===== src/rtl/csel_pkg.sv =====
package csel_pkg;
  localparam int unsigned OP_W = 3;

  typedef enum logic [OP_W-1:0] {
    SEL_ZERO_EQZ = 3'd0,
    SEL_ZERO_NEZ = 3'd1,
    SEL_MASK_MOV = 3'd2,
    SEL_MASK_INV = 3'd3,
    SEL_MERGE    = 3'd4,
    SEL_COND_MOV = 3'd5
  } sel_op_e;

  function automatic logic is_word_op(input logic [OP_W-1:0] op);
    return (op == SEL_ZERO_EQZ) || (op == SEL_ZERO_NEZ) || (op == SEL_COND_MOV);
  endfunction

  function automatic logic is_bit_op(input logic [OP_W-1:0] op);
    return (op == SEL_MASK_MOV) || (op == SEL_MASK_INV) || (op == SEL_MERGE);
  endfunction
endpackage


===== src/rtl/csel_word_path.sv =====
module csel_word_path
  import csel_pkg::*;
#(
  parameter int unsigned XLEN = 64
) (
  input  logic [OP_W-1:0] op_i,
  input  logic [XLEN-1:0] a_i,
  input  logic [XLEN-1:0] cond_i,
  input  logic [XLEN-1:0] old_i,
  output logic [XLEN-1:0] res_o
);
  logic cond_nz;

  assign cond_nz = |cond_i;

  always_comb begin
    res_o = '0;
    unique case (op_i)
      SEL_ZERO_EQZ: res_o = cond_nz ? a_i : '0;
      SEL_ZERO_NEZ: res_o = cond_nz ? '0 : a_i;
      SEL_COND_MOV: res_o = cond_nz ? a_i : old_i;
      default:      res_o = '0;
    endcase
  end
endmodule


===== src/rtl/csel_bit_path.sv =====
module csel_bit_path
  import csel_pkg::*;
#(
  parameter int unsigned XLEN = 64
) (
  input  logic [OP_W-1:0] op_i,
  input  logic [XLEN-1:0] a_i,
  input  logic [XLEN-1:0] mask_i,
  input  logic [XLEN-1:0] old_i,
  output logic [XLEN-1:0] res_o
);
  logic [XLEN-1:0] mov_w;
  logic [XLEN-1:0] inv_w;
  logic [XLEN-1:0] mrg_w;

  for (genvar b = 0; b < XLEN; b++) begin : g_bit
    assign mov_w[b] = mask_i[b] ? a_i[b]    : old_i[b];
    assign inv_w[b] = mask_i[b] ? old_i[b]  : a_i[b];
    assign mrg_w[b] = old_i[b]  ? mask_i[b] : a_i[b];
  end

  always_comb begin
    res_o = '0;
    unique case (op_i)
      SEL_MASK_MOV: res_o = mov_w;
      SEL_MASK_INV: res_o = inv_w;
      SEL_MERGE:    res_o = mrg_w;
      default:      res_o = '0;
    endcase
  end
endmodule


===== src/rtl/csel_out_reg.sv =====
module csel_out_reg #(
  parameter int unsigned XLEN = 64
) (
  input  logic            clk,
  input  logic            rst,
  input  logic [XLEN-1:0] d_i,
  input  logic            we_i,
  output logic [XLEN-1:0] q_o,
  output logic            we_o
);
  always_ff @(posedge clk) begin
    if (rst) begin
      q_o  <= '0;
      we_o <= 1'b0;
    end else begin
      q_o  <= d_i;
      we_o <= we_i;
    end
  end
endmodule


===== src/rtl/csel_unit.sv =====
module csel_unit
  import csel_pkg::*;
#(
  parameter int unsigned XLEN = 64
) (
  input  logic            clk,
  input  logic            rst,
  input  logic [2:0]      op_i,
  input  logic [XLEN-1:0] src1_i,
  input  logic [XLEN-1:0] src2_i,
  input  logic [XLEN-1:0] dst_old_i,
  output logic [XLEN-1:0] result_o,
  output logic            wr_en_o
);
  logic [XLEN-1:0] word_res;
  logic [XLEN-1:0] bit_res;
  logic [XLEN-1:0] next_res;
  logic            word_sel;
  logic            bit_sel;
  logic            next_we;

  csel_word_path #(.XLEN(XLEN)) u_word (
    .op_i   (op_i),
    .a_i    (src1_i),
    .cond_i (src2_i),
    .old_i  (dst_old_i),
    .res_o  (word_res)
  );

  csel_bit_path #(.XLEN(XLEN)) u_bit (
    .op_i   (op_i),
    .a_i    (src1_i),
    .mask_i (src2_i),
    .old_i  (dst_old_i),
    .res_o  (bit_res)
  );

  assign word_sel = is_word_op(op_i);
  assign bit_sel  = is_bit_op(op_i);
  assign next_we  = word_sel | bit_sel;
  assign next_res = ({XLEN{word_sel}} & word_res) | ({XLEN{bit_sel}} & bit_res);

  csel_out_reg #(.XLEN(XLEN)) u_oreg (
    .clk  (clk),
    .rst  (rst),
    .d_i  (next_res),
    .we_i (next_we),
    .q_o  (result_o),
    .we_o (wr_en_o)
  );
endmodule


===== config.mk =====
export PLATFORM = sky130hd
export DESIGN_NAME = csel_unit
export DESIGN_NICKNAME = d
export VERILOG_FILES = /design/src/rtl/csel_pkg.sv /design/src/rtl/csel_word_path.sv /design/src/rtl/csel_bit_path.sv /design/src/rtl/csel_out_reg.sv /design/src/rtl/csel_unit.sv
export SDC_FILE = /design/constraint.sdc
export NUM_CORES = 1
export LEC_CHECK = 0
export BUFFER_PORTS_ARGS = -buffer_cell sky130_fd_sc_hd__buf_2
export CORE_MARGIN = 10
export CORE_UTILIZATION = 56
export CTS_BUF_LIST = sky130_fd_sc_hd__clkbuf_8
export CTS_CLUSTER_SIZE = 16
export DETAILED_ROUTE_END_ITERATION = 7
export PLACE_DENSITY = 0.89
export SLEW_MARGIN = 40
export SYNTH_ARGS = -nofsm -noshare
export SYNTH_HDL_FRONTEND = slang
export SYNTH_SLANG_ARGS = --single-unit

===== constraint.sdc =====
create_clock -name clk -period 2.4 [get_ports clk]
set_input_delay 0.48 -clock clk [delete_from_list [all_inputs] [get_ports clk]]
set_output_delay 0.48 -clock clk [all_outputs]
set_load 0.1 [all_outputs]

# --- After elaboration in Yosys (flattened, before gate mapping) ---
# Cells that the tools add are included.
totals:
  regBits: 65
  out_inout_bits: 65
classes:
  n_eq_ne: 5
  n_mux: 197
  bitwise: 4
  n_reduce_logical: 6
op_table:
  columns: ["cell", "count"]
  rows:
  - ["one-hot mux 64 bit (3 select lines)", 2]
  - ["two-way mux 1 bit", 192]
  - ["two-way mux 64 bit", 3]
  - ["AND 64 bit", 2]
  - ["bitwise OR 64 bit", 1]
  - ["OR reduction 64 bit", 1]
  - ["equality test 3 x 2 -> 1 bit, second input constant", 2]
  - ["equality test 3 bit, second input constant", 2]
  - ["logical OR 1 bit", 4]
  - ["equality test 3 x 1 -> 1 bit, second input constant", 1]
  - ["zero test 3 bit", 1]
  - ["bitwise OR 1 bit", 1]

# --- Logic depth before layout (Yosys ltp) ---
depth:
  depth_word: 5
  ltp_mapped: 6
  ltp_nobuf: 4

# --- By module ---
# Synthesis repeated with hierarchy kept, for this count alone.
unflattened:
  cells_unflattened: 1051
  area_unflattened_um2: 9789.4
modules_own_cells:
  columns: ["module", "n_inst", "cells_each", "area_per_inst_um2", "seq_area_each_um2"]
  rows:
  - ["csel_bit_path", 1, 345, 3350.7, 0.0]
  - ["csel_unit", 1, 300, 2494.9, 0.0]
  - ["csel_word_path", 1, 269, 2088.3, 0.0]
  - ["csel_out_reg", 1, 137, 1855.5, 1301.2]

# --- Worst setup path after synthesis ---
# OpenSTA, ideal clock, no wires.
synth_path:
  kind: "input -> register"
  from: "input port src2_i[0]"
  to: "register u_oreg.q_o[45]"
  arrival_time_ps: 1674
  required_time_ps: 2328
  path_slack_ps: 654
  path_stages: 6
  path_buffers: 2
  path_cell_list: "nor4_1 > nand4_1 > nor4_1 > buf_4 > buf_6 > mux2i_1"
synth_between:
  elab_chain_len: 5
  elab_cells_between_ends: 7
  classes_between: "mux: 4; bitwise: 2; reduce/logical: 1"
synth_rtl:
  columns: ["element", "line_no", "rtl"]
  rows:
  - ["start: declaration", "csel_unit.sv:10", "input logic [XLEN-1:0] src2_i,"]
  - ["OR reduction 64 bit (*)", "csel_word_path.sv:14", "assign cond_nz = |cond_i;"]
  - ["two-way mux 64 bit, on equally long branches", "csel_word_path.sv:21, csel_word_path.sv:19, csel_word_path.sv:20", null]
  - ["one-hot mux 64 bit (3 select lines) (*)", "csel_word_path.sv:18", "unique case (op_i)"]
  - ["AND 64 bit (*)", "csel_unit.sv:41", "assign next_res = ({XLEN{word_sel}} & word_res) | ({XLEN{bit_sel}} & bit_res);"]
  - ["bitwise OR 64 bit (*)", "csel_unit.sv:41", null]
  - ["end signal: assignment", "csel_out_reg.sv:16", "q_o <= d_i;"]
  - ["end: declaration", "csel_out_reg.sv:8", "output logic [XLEN-1:0] q_o,"]
# Every way passes the cells marked *; elsewhere a longest branch is shown, timed or not.
# A chain may end at the register's enable or synchronous reset.

# --- Worst setup path after layout ---
layout_path:
  from: "input port src2_i[28]"
  to: "register u_oreg.q_o[55]"
# Same word-level chain as after synthesis.

==> summary.txt <==
STA
  • Final Max Tran Viols: 0
  • RSZ-0062 raised after global routing: no
  • Fin. Hold Viols: 0
  • Final setup margin: 0.399 ns
  • Slew margin rel.: 60.8%
  • Maximum clock rate: 500 MHz
  • Worst-margin pin slew: 0.585 ns
  • Setup violators final: 0
  • Sum Neg Setup Slack: 0 ns
  • Period minus WS final: 2.00 ns
  • Tcrit/Tclk final: 83.4%

Drt
  • Initial drt markers: 526
  • Detailed Routing Iterations Pass 1: 5
  • Wire per inst: 21.8 um
  • Antenna violation net count after detailed routing: 0
  • Post-Route WL: 23,800 um
  • DR vias: 7,086
  • Vias per inst: 6.51
  • DRC Markers: 0

Clock tree
  • Num CTS Buffers: 9
  • Htree depth: 3
  • CTS sink count: 65
  • Clock Root Buffer: clkbuf_8
  • Post-CTS sizing: 0
  • CTS tree: built
  • Postcts setup bufs: 0
  • Reg clk slew, reported paths: 0.08 ns
  • Hold_buf cts: 0
  • Clock Path Buffers: 2

Die
  • Initial core utilization: 57.5%
  • I/O pin count: 262
  • Rows: 40
  • Die area: 17,300 sq um
  • Die W: 132 um
  • Core ar.: 12,100 sq um
  • Die height: 132 um

Worst setup path
  • Crit end category: register
  • Critical-path cell list: buf_2 > nor4_1 > nand4_1 > nor4_2 > buf_4 > buf_12 > mux2i_1
  • CP peak stage delay: 0.45 ns
  • CP Data Arrival Time: 2.27 ns
  • Critical path type: primary input to register
  • Crit path max-delay cell type: nor4_1
  • Startpoint types: primary input
  • Crit path required time: 2.67 ns
  • Peak fanout along the critical path: 18

Synth
  • Ys Warns: 0
  • Synth unique cells: 27
  • Synthesized flop and latch total: 65
  • Synth top area cells: dfxtp_1 (19%), mux2i_1 (18%), a221oi_2 (13%)
  • Cell count after synthesis: 669
  • Cell taking the most area after synthesis: dfxtp_1
  • Post-synthesis sequential area ratio: 18.7%
  • Share of the synthesized area in the top cell type: 18.7%
  • Syn_nets: 866
  • Cell Area, Synth: 6970 sq um
  • Mean Syn Cell Area: 10.4 sq um

Placed design
  • Final HPWL DP: 17,900 um
  • DP Area: 8470 sq um
  • Routability-driven placement congestion ratio: 0.891
  • Pre-CTS WS: 0.0813 ns
  • Port Buffers: 261

GRT
  • First-pass GRT wire length: 37,900 um
  • Total track usage: 25.8%
  • Pin count of the biggest net entering global routing: 73
  • Total congestion overflow: 0
  • Vias in the first global route: 7,344
  • Antenna violations before repair: 2

Power
  • Worst vdd ir: 269 uV
  • Total power: 3.97 mW
  • Power Density: 459 nW/um^2
  • LEAKAGE: 3.67 nW

Cells and area
  • # nets final: 1,109
  • Sequential Area: 1300 sq um
  • Fillers: 946
  • Commonest non-fill, non-tap cells in the layout: buf_2 (260), mux2i_1 (128), a221oi_1 (69)
  • Commonest non-fill, non-tap cell in the layout: buf_2
  • Synth-to-Final Area Change: 24.1%
  • Design Area, Final: 8650 sq um
  • Fin util: 71.4%
  • Area of the multi-input gates: 5280 sq um
  • Share of cells above drive strength 1: 47.7%

Run
  • Number of max-cap violations: 0

Min path
  • HP Class: primary input to register

Status
  • Result of the run: finished, final reports clean
-- final cells by class --
type	instances	share of cell area, %
multi-input cells	543	61.0
repair buffers	293	19.4
flip-flops and latches	65	15.0
well taps	168	2.43
clock buffers	11	1.75
clock inverters	5	0.260
diodes	4	0.116
-- power breakdown --
group	total, mW	switching [mW]	internal [mW]	leakage (nW)
Sequential	1.19	0.0274	1.16	0.536
Clock	0.869	0.449	0.419	0.101
Combinational	1.91	1.24	0.672	3.03
Total	3.97	1.72	2.25	3.67
-- flip-flops by register name, summed over array words and instances, names as in the netlist --
| name | flops |
|---|---|
| u_oreg.we_o | 1 |
| u_oreg.q_o | 64 |
-- layer usage --
metal | wire length, um | part of all wire, % | up-vias | track usage, %
li1 | - | - | 3221 | -
met1 | 9330 | 39 | 3440 | 29.9
met2 | 11800 | 50 | 338 | 43.7
met3 | 1530 | 6.4 | 87 | 5.91
met4 | 1080 | 4.5 | 0 | 13.0
met5 | 0 | 0 | - | 0
-- kinds of logic after synthesis --
logic type / synth area share, %
AO/OA/AOI/OAI: 29.5
XOR/XNOR: 8.04
buffers and inverters: 6.00
flip-flops: 18.7
multiplexers: 31.5
AND/OR/NAND/NOR: 6.32
-- critical path: cells and delay by family --
| family | cells | cell delay, ns |
|---|---|---|
| and+or+nand+nor | 3 | 1.03 |
| buffers and inverters | 3 | 0.51 |
| muxes | 1 | 0.24 |
-- stage by stage --
step / cells / hold WS (ns)
2_1_floorplan: 669 / 0.549
3_3_place_gp: 1068 / 0.776
3_5_place_dp: 1069 / 0.780
4_1_cts: 1085 / 0.408
5_1_grt: 1087 / 0.404
6_report: 1089 / 0.418
-- cells in the mapped netlist (all sizes together) --
| master | instances |
|---|---|
| a221oi | 128 |
| mux2i | 128 |
| dfxtp | 65 |
| nor2 | 65 |
| a22o | 64 |
| mux2 | 64 |
| xnor2 | 63 |
| buf | 46 |
| nor4 | 17 |
| clkbuf | 15 |
| nand4 | 4 |
| nor2b | 2 |
| nor3b | 2 |
| a21oi | 1 |
| and3b | 1 |
| nor3 | 1 |
| or2 | 1 |
| or4b | 1 |
| xor2 | 1 |
-- worst paths after layout --
path | from | end | slack (ns) | depth (start not counted)
setup / recovery | src2_i[28] | u_oreg.q_o[55] | 0.40 | 7
hold / removal | rst | u_oreg.we_o | 0.42 | 3
No activity file was read; power rests on OpenSTA's default activity.
